<file path="config.mk">
export PLATFORM = sky130hd
export DESIGN_NAME = irq_vec_ctrl
export DESIGN_NICKNAME = d
export VERILOG_FILES = /design/src/rtl/irq_vec_pkg.sv /design/src/rtl/irq_vec_decode.sv /design/src/rtl/irq_vec_scan.sv /design/src/rtl/irq_vec_pending.sv /design/src/rtl/irq_vec_ctrl.sv
export SDC_FILE = /design/constraint.sdc
export NUM_CORES = 1
export LEC_CHECK = 0
export BUFFER_PORTS_ARGS = -buffer_cell sky130_fd_sc_hd__buf_4
export CAP_MARGIN = 10
export CELL_PAD_IN_SITES_DETAIL_PLACEMENT = 1
export CELL_PAD_IN_SITES_GLOBAL_PLACEMENT = 1
export CORE_MARGIN = 5
export CORE_UTILIZATION = 42
export DETAILED_ROUTE_END_ITERATION = 16
export GPL_ROUTABILITY_DRIVEN = 0
export MAX_ROUTING_LAYER = met4
export PLACE_DENSITY_LB_ADDON = 0.1
export SYNTH_ARGS = -nofsm -noshare
export SYNTH_HDL_FRONTEND = slang
export SYNTH_SLANG_ARGS = --single-unit
</file>
<file path="constraint.sdc">
create_clock -name clk -period 5.5 [get_ports clk]
set_input_delay 0.55 -clock clk [delete_from_list [all_inputs] [get_ports clk]]
set_output_delay 0.55 -clock clk [all_outputs]
set_load 0.05 [all_outputs]
</file>
<file path="src/rtl/irq_vec_pkg.sv">
// Package: shared constants and types of the vectored interrupt controller.
// Assumes byte offsets fit in 9 bits; offsets are the software-visible map.
package irq_vec_pkg;
    localparam logic [8:0] OFF_VEC  = 9'h100;
    localparam logic [8:0] OFF_LAST = 9'h108;
    localparam logic [8:0] OFF_MASK = 9'h110;
    localparam logic [8:0] OFF_EN   = 9'h120;
    localparam logic [8:0] OFF_DIS  = 9'h124;
    localparam logic [8:0] OFF_CLR  = 9'h128;
    localparam logic [8:0] OFF_EOI  = 9'h130;

    // Decoded one-cycle command strobes.
    typedef struct packed {
        logic en;
        logic dis;
        logic clr;
        logic eoi;
        logic rd;
        logic rd_vec;
        logic rd_last;
        logic rd_mask;
    } cmd_t;
endpackage

</file>
<file path="src/rtl/irq_vec_decode.sv">
// Module: turns one bus access into command strobes.
// Assumes at most one access per cycle; unmatched offsets give no strobe
// except the generic read strobe.
module irq_vec_decode #(
    parameter int AW = 9
) (
    input  logic                 bus_sel,
    input  logic                 bus_wr,
    input  logic [AW-1:0]        bus_addr,
    output irq_vec_pkg::cmd_t    cmd
);
    import irq_vec_pkg::*;

    logic wr_s;
    logic rd_s;

    assign wr_s = bus_sel & bus_wr;
    assign rd_s = bus_sel & ~bus_wr;

    // Purpose: compare the offset against each command location.
    always_comb begin
        cmd         = '0;
        cmd.rd      = rd_s;
        cmd.en      = wr_s && (bus_addr == AW'(OFF_EN));
        cmd.dis     = wr_s && (bus_addr == AW'(OFF_DIS));
        cmd.clr     = wr_s && (bus_addr == AW'(OFF_CLR));
        cmd.eoi     = wr_s && (bus_addr == AW'(OFF_EOI));
        cmd.rd_vec  = rd_s && (bus_addr == AW'(OFF_VEC));
        cmd.rd_last = rd_s && (bus_addr == AW'(OFF_LAST));
        cmd.rd_mask = rd_s && (bus_addr == AW'(OFF_MASK));
    end
endmodule

</file>
<file path="src/rtl/irq_vec_scan.sv">
// Module: finds the lowest-numbered set bit of the pending vector.
// Assumes NSRC >= 2; idx is 0 when nothing is set.
module irq_vec_scan #(
    parameter int NSRC = 32,
    localparam int IDXW = $clog2(NSRC)
) (
    input  logic [NSRC-1:0] pend,
    output logic            any,
    output logic [IDXW-1:0] idx
);
    // Purpose: walk from the top down so the lowest set bit is left last.
    always_comb begin
        any = 1'b0;
        idx = '0;
        for (int i = NSRC - 1; i >= 0; i--) begin
            if (pend[i]) begin
                any = 1'b1;
                idx = IDXW'(i);
            end
        end
    end
endmodule

</file>
<file path="src/rtl/irq_vec_pending.sv">
// Module: per-source pending flags.
// Assumes set and clear vectors are aligned bit for bit; set wins.
module irq_vec_pending #(
    parameter int NSRC = 32
) (
    input  logic            clk,
    input  logic            rst_n,
    input  logic [NSRC-1:0] set_vec,
    input  logic [NSRC-1:0] clr_vec,
    output logic [NSRC-1:0] pend_q
);
    for (genvar b = 0; b < NSRC; b++) begin : g_bit
        // Purpose: hold one pending flag; a set overrides a clear.
        always_ff @(posedge clk) begin
            if (!rst_n)
                pend_q[b] <= 1'b0;
            else if (set_vec[b])
                pend_q[b] <= 1'b1;
            else if (clr_vec[b])
                pend_q[b] <= 1'b0;
        end
    end
endmodule

</file>
<file path="src/rtl/irq_vec_ctrl.sv">
// Module: top of the vectored interrupt controller.
// Holds mask, last-vector, read-data and request registers; pending flags,
// decode and priority scan live in submodules. Assumes NSRC <= DW and one
// bus access per cycle.
module irq_vec_ctrl #(
    parameter int NSRC = 32,
    parameter int DW   = 32,
    parameter int AW   = 9
) (
    input  logic            clk,
    input  logic            rst_n,
    input  logic [NSRC-1:0] src_lvl,
    input  logic            bus_sel,
    input  logic            bus_wr,
    input  logic [AW-1:0]   bus_addr,
    input  logic [DW-1:0]   bus_wdata,
    output logic [DW-1:0]   bus_rdata,
    output logic            bus_rvalid,
    output logic            irq_req
);
    import irq_vec_pkg::*;

    localparam int IDXW = $clog2(NSRC);

    cmd_t            cmd;
    logic [NSRC-1:0] pend_q;
    logic [NSRC-1:0] mask_q;
    logic [IDXW-1:0] last_q;
    logic [NSRC-1:0] wbits;
    logic [NSRC-1:0] ack_vec;
    logic [NSRC-1:0] clr_vec;
    logic [IDXW-1:0] scan_idx;
    logic            scan_any;
    logic [IDXW-1:0] vec_val;
    logic [DW-1:0]   rd_mux;
    logic [DW-1:0]   rdata_q;
    logic            rvalid_q;
    logic            irq_q;

    irq_vec_decode #(.AW(AW)) u_dec (
        .bus_sel  (bus_sel),
        .bus_wr   (bus_wr),
        .bus_addr (bus_addr),
        .cmd      (cmd)
    );

    irq_vec_scan #(.NSRC(NSRC)) u_scan (
        .pend (pend_q),
        .any  (scan_any),
        .idx  (scan_idx)
    );

    irq_vec_pending #(.NSRC(NSRC)) u_pend (
        .clk     (clk),
        .rst_n   (rst_n),
        .set_vec (src_lvl),
        .clr_vec (clr_vec),
        .pend_q  (pend_q)
    );

    assign wbits   = bus_wdata[NSRC-1:0];
    assign vec_val = scan_any ? scan_idx : '0;

    // Purpose: gather every clear source for the pending flags.
    always_comb begin
        ack_vec = '0;
        if (cmd.rd_vec && scan_any)
            ack_vec[scan_idx] = 1'b1;
        clr_vec = ack_vec | ((cmd.clr || cmd.eoi) ? wbits : '0);
    end

    // Purpose: select the read value for the addressed offset.
    always_comb begin
        rd_mux = '0;
        if (cmd.rd_vec)
            rd_mux = DW'(vec_val);
        else if (cmd.rd_last)
            rd_mux = DW'(last_q);
        else if (cmd.rd_mask)
            rd_mux = DW'(mask_q);
    end

    // Purpose: update mask, last vector, read response and request line.
    always_ff @(posedge clk) begin
        if (!rst_n) begin
            mask_q   <= '0;
            last_q   <= '0;
            rdata_q  <= '0;
            rvalid_q <= 1'b0;
            irq_q    <= 1'b0;
        end else begin
            irq_q    <= |(pend_q & mask_q);
            mask_q   <= (mask_q | (cmd.en ? wbits : '0)) & ~(cmd.dis ? wbits : '0);
            rvalid_q <= cmd.rd;
            rdata_q  <= rd_mux;
            if (cmd.rd_vec)
                last_q <= vec_val;
        end
    end

    assign bus_rdata  = rdata_q;
    assign bus_rvalid = rvalid_q;
    assign irq_req    = irq_q;
endmodule

</file>
* Yosys cells after proc, flatten, opt, wreduce, memory -nomap -nowiden
Cells that the tools add are included.
** Cells by class
- $lt $le $gt $ge :: 2
- Eq/ne operators :: 7
- Muxes and demuxes :: 138
- Bitwise operators :: 10
- Reductions and logical operators :: 44
** Operator list (number)
- 5-bit 2-to-1 mux :: 36
- 32-bit 2-to-1 mux :: 4
- 1-bit 2-to-1 mux :: 97
- 32-bit bitwise AND :: 2
- 32-bit bitwise OR :: 2
- 2-bit nonzero test :: 32
- 9-bit equality test, second input constant :: 7
- 32-bit inverter :: 1
- 32-bit OR reduction :: 1
- 1-bit logical AND :: 9
- 5-bit by 6-bit < comparator with 1-bit output, second input constant :: 1
- 1-bit demux with 5-bit select :: 1
- 5-bit by 1-bit >= comparator with 1-bit output, second input constant :: 1
- 4-bit OR reduction :: 1
- 1-bit inverter :: 3
- 1-bit bitwise AND :: 2
- 1-bit logical OR :: 1
** Word-level totals
- Register bits after elaboration :: 103
- Input port bits :: 77
- Word-level logic and storage cells :: 239

* Depth between registers and ports, before layout
Gate-level depths: netlist (run 1).
- Depth after elaboration :: 40
- Mapped depth :: 7

* Modules after synthesis
From an unflattened synthesis (run 1), not the netlist that was laid out.
** Unflattened totals
- Cells, all modules :: 552
- Area, all modules :: 4604.4 um^2
** By module, submodules not included
- irq_vec_ctrl :: instances 1, cells an instance 372, area an instance 3006.6 um^2, sequential area each 1421.4 um^2
- irq_vec_pending :: instances 1, cells an instance 99, area an instance 1114.8 um^2, sequential area each 640.6 um^2
- irq_vec_scan :: instances 1, cells an instance 65, area an instance 370.4 um^2, sequential area each 0.0 um^2
- irq_vec_decode :: instances 1, cells an instance 16, area an instance 112.6 um^2, sequential area each 0.0 um^2

* Least setup slack after synthesis (run 1)
Ideal clock, no wire load.
- Kind :: reg-to-reg
- Start :: register u_pend.pend_q[6]
- End :: register u_pend.pend_q[25]
- Arrival :: 1994 ps
- Data required time :: 5412 ps
- Slack :: 3418 ps
- Cell stages (with the launch flop) :: 7
- Path buffers :: 1
- Clock period less this slack :: 2082 ps
- Cell sequence :: dfxtp_1 nor2b_1 or4_4 or4b_4 and3_1 buf_6 a311oi_2
** Between the ends
- Cells in the longest elaborated chain, start to end :: 14
- Elaborated cells between the ends (all ways) :: 23
** Ends and longest elaborated chain
- from (decl) :: RTL line irq_vec_pending.sv:10 : output logic [NSRC-1:0] pend_q
- from (signal, indexed assignment) :: RTL line irq_vec_pending.sv:16 : pend_q[b] <= 1'b0;
- from (signal, indexed assignment) :: RTL line irq_vec_pending.sv:18 : pend_q[b] <= 1'b1;
- from (signal, indexed assignment) :: RTL line irq_vec_pending.sv:20 : pend_q[b] <= 1'b0;
- 5-bit 2-to-1 mux (7 in a row) :: RTL line irq_vec_scan.sv:16 : if (pend[i]) begin
- 5-bit by 6-bit < comparator with 1-bit output (not written as such) or 5-bit by 1-bit >= comparator with 1-bit output (tied branches) :: RTL line irq_vec_ctrl.sv:68 : ack_vec[scan_idx] = 1'b1;
- 1-bit logical AND (not written as such) :: RTL line irq_vec_ctrl.sv:68
- 1-bit 2-to-1 mux (not written as such) :: RTL line irq_vec_ctrl.sv:68
- 1-bit demux with 5-bit select :: RTL line irq_vec_ctrl.sv:68
- 32-bit 2-to-1 mux (*) :: RTL line irq_vec_ctrl.sv:67 : if (cmd.rd_vec && scan_any)
- 32-bit bitwise OR (*) :: RTL line irq_vec_ctrl.sv:69 : clr_vec = ack_vec | ((cmd.clr || cmd.eoi) ? wbits : '0);
- 2-bit nonzero test (no source line) (*)
Every way passes the cells marked *; elsewhere a longest branch is shown, timed or not.
A chain may end at the register's enable or synchronous reset.

* Worst setup path after layout (run 1)
- Start :: register u_pend.pend_q[30]
- End :: register u_pend.pend_q[18]
** Between the ends
- Cells in the longest elaborated chain, start to end :: 38
- Elaborated cells between the ends (all ways) :: 71
** Ends and longest elaborated chain (RTL line)
- 5-bit 2-to-1 mux (31 in a row) :: irq_vec_scan.sv:16
- 5-bit by 6-bit < comparator with 1-bit output (not written as such) or 5-bit by 1-bit >= comparator with 1-bit output (tied branches) :: irq_vec_ctrl.sv:68
- 1-bit logical AND (not written as such) :: irq_vec_ctrl.sv:68
- 1-bit 2-to-1 mux (not written as such) :: irq_vec_ctrl.sv:68
- 1-bit demux with 5-bit select :: irq_vec_ctrl.sv:68
- 32-bit 2-to-1 mux (*) :: irq_vec_ctrl.sv:67
- 32-bit bitwise OR (*) :: irq_vec_ctrl.sv:69
- 2-bit nonzero test (no source line) (*)
Marked as above.

==> results of run 1 <==
layout by cell type (no fill, tap or decap), types with 2 or more instances in the layout:
cell,Yosys,routed
or4_1,4,4
nor3b_2,2,2
nor2_1,23,23
a21oi_1,66,66
nor3_2,2,2
a311oi_2,6,6
nor3_1,7,7
clkbuf_8,0,9
a221oi_1,6,6
clkinvlp_4,0,2
nand2_1,34,34
nor3b_1,3,2
a311oi_1,15,15
nand2b_1,3,3
bufinv_16,0,2
nand3_1,10,10
a31oi_1,4,4
nand4_1,6,6
dfxtp_1,103,103
a41oi_1,6,6
a21boi_0,5,5
or3_1,2,2
and2_1,30,30
buf_4,0,114
a22o_1,6,6
and3_1,2,2
o21ai_0,16,16
inv_1,30,30
a211oi_1,35,35
nor2b_1,5,5
a22oi_1,11,11
nor4_2,1,2
nor4_1,10,9
critical path, stage by stage (launching register included):
cell and delay, ps:
dfxtp_1 420, nand2b_1 130, a221oi_1 70, o41ai_1 480, or3b_1 440, a31oi_1 810
a311oi_1 220
area by class of cell:
| class | instances | share of cell area, % |
|---|---|---|
| Clock buffer | 10 | 2.28 |
| Clock inverter | 5 | 1.50 |
| Tap cell | 136 | 3.05 |
| Multi-Input combinational cell | 338 | 38.8 |
| Sequential cell | 103 | 36.9 |
| Timing Repair Buffer | 114 | 15.3 |
| Inverter | 31 | 2.08 |
flip-flops by register name, indices dropped and copies added (netlist names):
register	cells
bus_rdata	32
mask_q	32
u_pend.pend_q	32
last_q	5
bus_rvalid	1
irq_req	1
cell families (layout without fill, tap and decap cells):
kind of cell / count (synthesis) / count (layout) / share of synthesized area [%]
AO/OA/AOI/OAI: 185 / 185 / 28.8
buffers and inverters: 53 / 160 / 4.68
flip-flops: 103 / 103 / 46.7
AND/OR/NAND/NOR: 153 / 153 / 19.8
metal layers:
metal,routed length (microns),share of wire (%)
met2,7080,48
met3,752,5.1
met5,0,0
met1,6820,46
met4,235,1.6
final timing paths:
kind | to | slack, ps
hold / removal | bus_rvalid$_SDFF_PN0_ | 350
hold reg to reg | last_q[2]$_SDFFE_PN0P_ | 460
setup / recovery | u_pend.pend_q[18]$_SDFFE_PN0P_ | 2750
setup reg to reg | u_pend.pend_q[18]$_SDFFE_PN0P_ | 2750
where the power goes:
group,switching (mW),internal [mW],leakage (nW),total [mW]
logic,0.0932,0.0731,1.23,0.166
clock network,0.267,0.255,0.0986,0.522
registers,0.0287,0.763,0.840,0.791
total,0.389,1.09,2.17,1.48
metrics by stage:
stage | area (sq um) | total power, mW | setup slack, ps | hold WS (ps)
floorplan | 4410 | 0.881 | 3420 | 429
global placement | 5370 | 0.968 | 2680 | 437
detailed placement | 5370 | 0.972 | 2480 | 445
CTS | 5590 | 1.48 | 2830 | 354
global route | 5590 | 1.54 | 2650 | 349
finish | 5590 | 1.48 | 2750 | 352
==> flow_metrics.py, run 1 <==
metrics = {
    "timing": {
        "hold_violations": 0,
        "tightest_slew_ps": 1140,
        "finalSetupViolCount": 0,
        "max-slew-margin-rel_pct": 23.7,
        "period_share_pct": 49.9,
        "period_minus_slack_ps": 2750,
        "grt_setup_unrepaired": "false",
        "max_freq_ghz": 0.364,
        "slew_viol_final": 0,
        "finClkSkew_ps": 10.4,
        "tns_ps": 0,
    },
    "logic_synthesis": {
        "synth_flop_cell": "dfxtp_1",
        "synth-seq-cells": 103,
        "synthCells": 494,
        "synth-seq-area-share_pct": 46.7,
        "syn_area_sq_um": 4410,
        "synth_area_leaders": "dfxtp_1 (47%), a21oi_1 (7.5%), a211oi_1 (6.0%)",
        "synth_edf_count": 0,
        "avgSynthCellArea_sq_um": 8.94,
        "synthArstFlopShare_pct": 0,
        "yosys.area.top_type": "dfxtp_1",
        "synth_most_common_cell": "dfxtp_1",
        "synth_nets": 571,
        "synth_commonest_cells": "dfxtp_1 (103), a21oi_1 (66), a211oi_1 (35)",
        "yosysTopAreaCellShare_pct": 46.7,
        "yosysWarnings": 0,
        "yosysUniqueCellTypes": 50,
    },
    "floorplanning": {
        "row_count": 37,
        "start_util_pct": 43.0,
        "die_x_microns": 113,
        "core_area_sq_um": 10300,
        "die_h_microns": 113,
        "boundaryPins": 111,
        "die_area_sq_um": 12700,
    },
    "min_path": {
        "min_from": "bus_wr",
        "holdPathStages": 2,
        "hold_path.class": "input pin to flop",
    },
    "cts": {
        "cts-root-buf": "clkbuf_8",
        "cts_max_path_buffers": 2,
        "insertion_delay_ps": 370,
        "htreeDepth": 3,
        "numClockSinks": 103,
        "cts_resized": 0,
        "cts_tree": "done",
        "hold_buffers": 0,
        "numCtsBuffers": 9,
        "clk_pin_slew_worst_paths_ps": 100,
        "post_cts_buffers": 0,
    },
    "critical_path": {
        "cp-end-kind": "flop",
        "rr_worst_depth": 6,
        "path_class": "flop to flop",
        "startpoint": "u_pend.pend_q[30]$_SDFFE_PN0P_",
        "arrival_ps": 2940,
        "startpoint_type": "flop",
        "rr_startpoint": "u_pend.pend_q[30]$_SDFFE_PN0P_",
        "critPathMaxFanout": 8,
        "crit_required_ps": 5690,
    },
    "final_layout": {
        "num_antenna_cells": 0,
        "area_growth_pct": 26.5,
        "multi_input_area_sq_um": 2170,
        "stdcell_count": 737,
        "area.sequential_sq_um": 2060,
        "drive_above_1_share_pct": 25.0,
        "final_core_util_pct": 54.3,
        "final_nets": 674,
        "nFillCells": 1240,
    },
    "run": {
        "cap_violations": 0,
    },
    "routing": {
        "final_antenna_net_count": 0,
        "drt-total-wl_microns": 14900,
        "first_pass_iters": 4,
        "viasPerCell": 5.89,
        "vias": 4340,
        "drt-initial-drc-count": 256,
        "wl_per_cell_microns": 20.2,
        "drc": 0,
    },
    "pwr": {
        "peakVddDrop_mv": 0.155,
        "p_leak_nw": 2.17,
        "power.density_nw_per_um2": 265,
    },
    "global_route": {
        "use_met1_pct": 31.9,
        "antenna_found_initial": 0,
        "grt-ovfl-total": 0,
        "grt.met3_usage_pct": 3.50,
        "grt_pass1_vias": 4590,
        "grt_pass1_wl_microns": 24200,
        "track_usage_pct": 24.2,
        "top_usage_layer": "met2",
        "grt_util_met2_pct": 39.1,
        "grt_max_degree": 60,
    },
    "place": {
        "io_buffers": 110,
        "place_hpwl_microns": 11000,
        "dp_cells": 722,
    },
    "outcome": {
        "status": "completed",
    },
}
Power figures use the tool's default switching activity.
==> run 2, diff against run 1 <==
--- a/config.mk
+++ b/config.mk
@@ -10,7 +10,7 @@
 export CELL_PAD_IN_SITES_DETAIL_PLACEMENT = 1
 export CELL_PAD_IN_SITES_GLOBAL_PLACEMENT = 1
 export CORE_MARGIN = 5
-export CORE_UTILIZATION = 42
+export CORE_UTILIZATION = 39
 export DETAILED_ROUTE_END_ITERATION = 16
 export GPL_ROUTABILITY_DRIVEN = 0
 export MAX_ROUTING_LAYER = met4
==> constraint.sdc (replaced) <==
create_clock -name clk -period 2.75 [get_ports clk]
set_input_delay 0.275 -clock clk [delete_from_list [all_inputs] [get_ports clk]]
set_output_delay 0.275 -clock clk [all_outputs]
set_load 0.05 [all_outputs]
==> run 2 against run 1 <==
  * Clock power increased to 2.5 times the previous value
  * Largest cell class unchanged
  * Global-route usage shrank 0.11 points
  * Register-to-register slack lost 2400 ps
  * Combinational power grew 110%
  * Flip-flop and latch count stayed put
  * Largest power group unchanged
==> flow_metrics.py, run 2 (same netlist as run 1, synthesis figures left out) <==
metrics = {
    "outcome": {
        "status": "completed",
    },
    "global_route": {
        "grt_max_degree": 60,
        "antenna_found_initial": 0,
        "grt_pass1_vias": 4498,
        "track_usage_pct": 24.1,
        "grt-ovfl-total": 0,
        "grt_pass1_wl_microns": 24400,
    },
    "timing": {
        "finalSetupViolCount": 0,
        "whs_ps": 96.1,
        "tns_ps": 0,
        "slew_viol_final": 0,
        "hold_violations": 0,
        "tightest_slew_ps": 573,
        "period_minus_slack_ps": 2400,
        "finClkSkew_ps": 8.01,
        "grt_setup_unrepaired": "false",
        "max-slew-margin-rel_pct": 61.3,
        "max_freq_ghz": 0.416,
        "period_share_pct": 87.4,
    },
    "final_layout": {
        "final_nets": 685,
        "nFillCells": 1317,
        "final_cell_mix": "buf_4 (124), dfxtp_1 (103), a21oi_1 (66)",
        "drive_above_1_share_pct": 26.4,
        "num_antenna_cells": 0,
        "layout_commonest_cell": "buf_4",
        "finish.instance_area_sq_um": 5780,
        "area_growth_pct": 30.8,
    },
    "floorplanning": {
        "die_area_sq_um": 13500,
        "start_util_pct": 40.2,
        "die_h_microns": 116,
        "die_x_microns": 116,
        "core_area_sq_um": 11000,
        "row_count": 38,
        "boundaryPins": 111,
    },
    "run": {
        "cap_violations": 0,
    },
    "cts": {
        "insertion_delay_ps": 350,
        "clk_pin_slew_worst_paths_ps": 70,
        "cts_resized": 0,
        "cts-root-buf": "clkbuf_16",
        "htreeDepth": 3,
        "hold_buffers": 0,
        "numCtsBuffers": 9,
        "post_cts_buffers": 0,
        "numClockSinks": 103,
        "cts_max_path_buffers": 2,
        "cts_tree": "done",
    },
    "pwr": {
        "p_leak_nw": 2.28,
        "power_frac_comb_pct": 10.8,
        "power_switching_share_pct": 25.0,
        "peakVddDrop_mv": 0.494,
        "power.density_nw_per_um2": 564,
        "p_sw_uw": 813,
        "p_seq_share_pct": 48.6,
        "p_clk_share_pct": 40.6,
        "p_int_mw": 2.44,
    },
    "critical_path": {
        "crit_required_ps": 3000,
        "cp-end-kind": "flop",
        "arrival_ps": 2650,
        "path_class": "flop to flop",
        "startpoint_type": "flop",
        "critPathMaxFanout": 7,
    },
    "routing": {
        "drt-total-wl_microns": 15500,
        "final_antenna_net_count": 0,
        "first_pass_iters": 5,
        "drc": 0,
        "drt-initial-drc-count": 313,
        "wl_per_cell_microns": 20.6,
        "viasPerCell": 5.82,
        "vias": 4385,
    },
    "place": {
        "io_buffers": 110,
        "placed_area_sq_um": 5470,
        "place_hpwl_microns": 11800,
    },
    "min_path": {
        "hold_path.class": "input pin to flop",
    },
}
## run 2: path summary, 6_finish.rpt
path,from,end,slack [ps],cells past startpoint
worst max-delay path,u_pend.pend_q[29]$_SDFFE_PN0P_,u_pend.pend_q[9]$_SDFFE_PN0P_,350,6
worst min-delay path,bus_wr,bus_rvalid$_SDFF_PN0_,100,2
worst max register to register,u_pend.pend_q[29]$_SDFFE_PN0P_,u_pend.pend_q[9]$_SDFFE_PN0P_,350,6
worst min register to register,last_q[2]$_SDFFE_PN0P_,last_q[2]$_SDFFE_PN0P_,460,2
## run 2: power by group through the flow
stage	clock network (mW)	logic, mW	registers [mW]
after floorplan	0	0.166	1.60
after global placement	0	0.341	1.61
after detailed placement	0	0.348	1.62
after CTS	1.35	0.351	1.58
after global routing	1.41	0.384	1.59
final	1.32	0.352	1.58
## run 2: layer usage
layer	track usage, %	part of all wire [%]	up-vias
li1	-	-	2089
met1	30.2	43	2121
met2	39.5	49	149
met3	4.66	6.5	26
met4	7.04	2.0	0
met5	-	0	-
## run 2: critical path, stage by stage (launching register included)
cell	delay (ps)
dfxtp_1	360
nor2_1	150
a221oi_1	90
o41ai_1	490
or4b_4	540
and3_1	350
a311oi_2	320
## run 2: final cells by class
type                    count  area, sq um  area share (%)
clock buffers              12          256            4.44
clock inverters             4         51.3           0.888
inverters                  31          116            2.01
multi-input cells         338         2160            37.5
flip-flops and latches    103         2060            35.7
well taps                 140          175            3.03
repair buffers            125          951            16.5
## run 2: through the flow
step	util (%)	power [mW]	instances	setup WS [ps]
2_1_floorplan	-	1.76	494	668
3_3_place_gp	49.8	1.95	737	499
3_5_place_dp	49.8	1.96	737	393
4_1_cts	52.6	3.28	753	380
5_1_grt	52.6	3.38	753	234
6_report	52.6	3.26	753	346
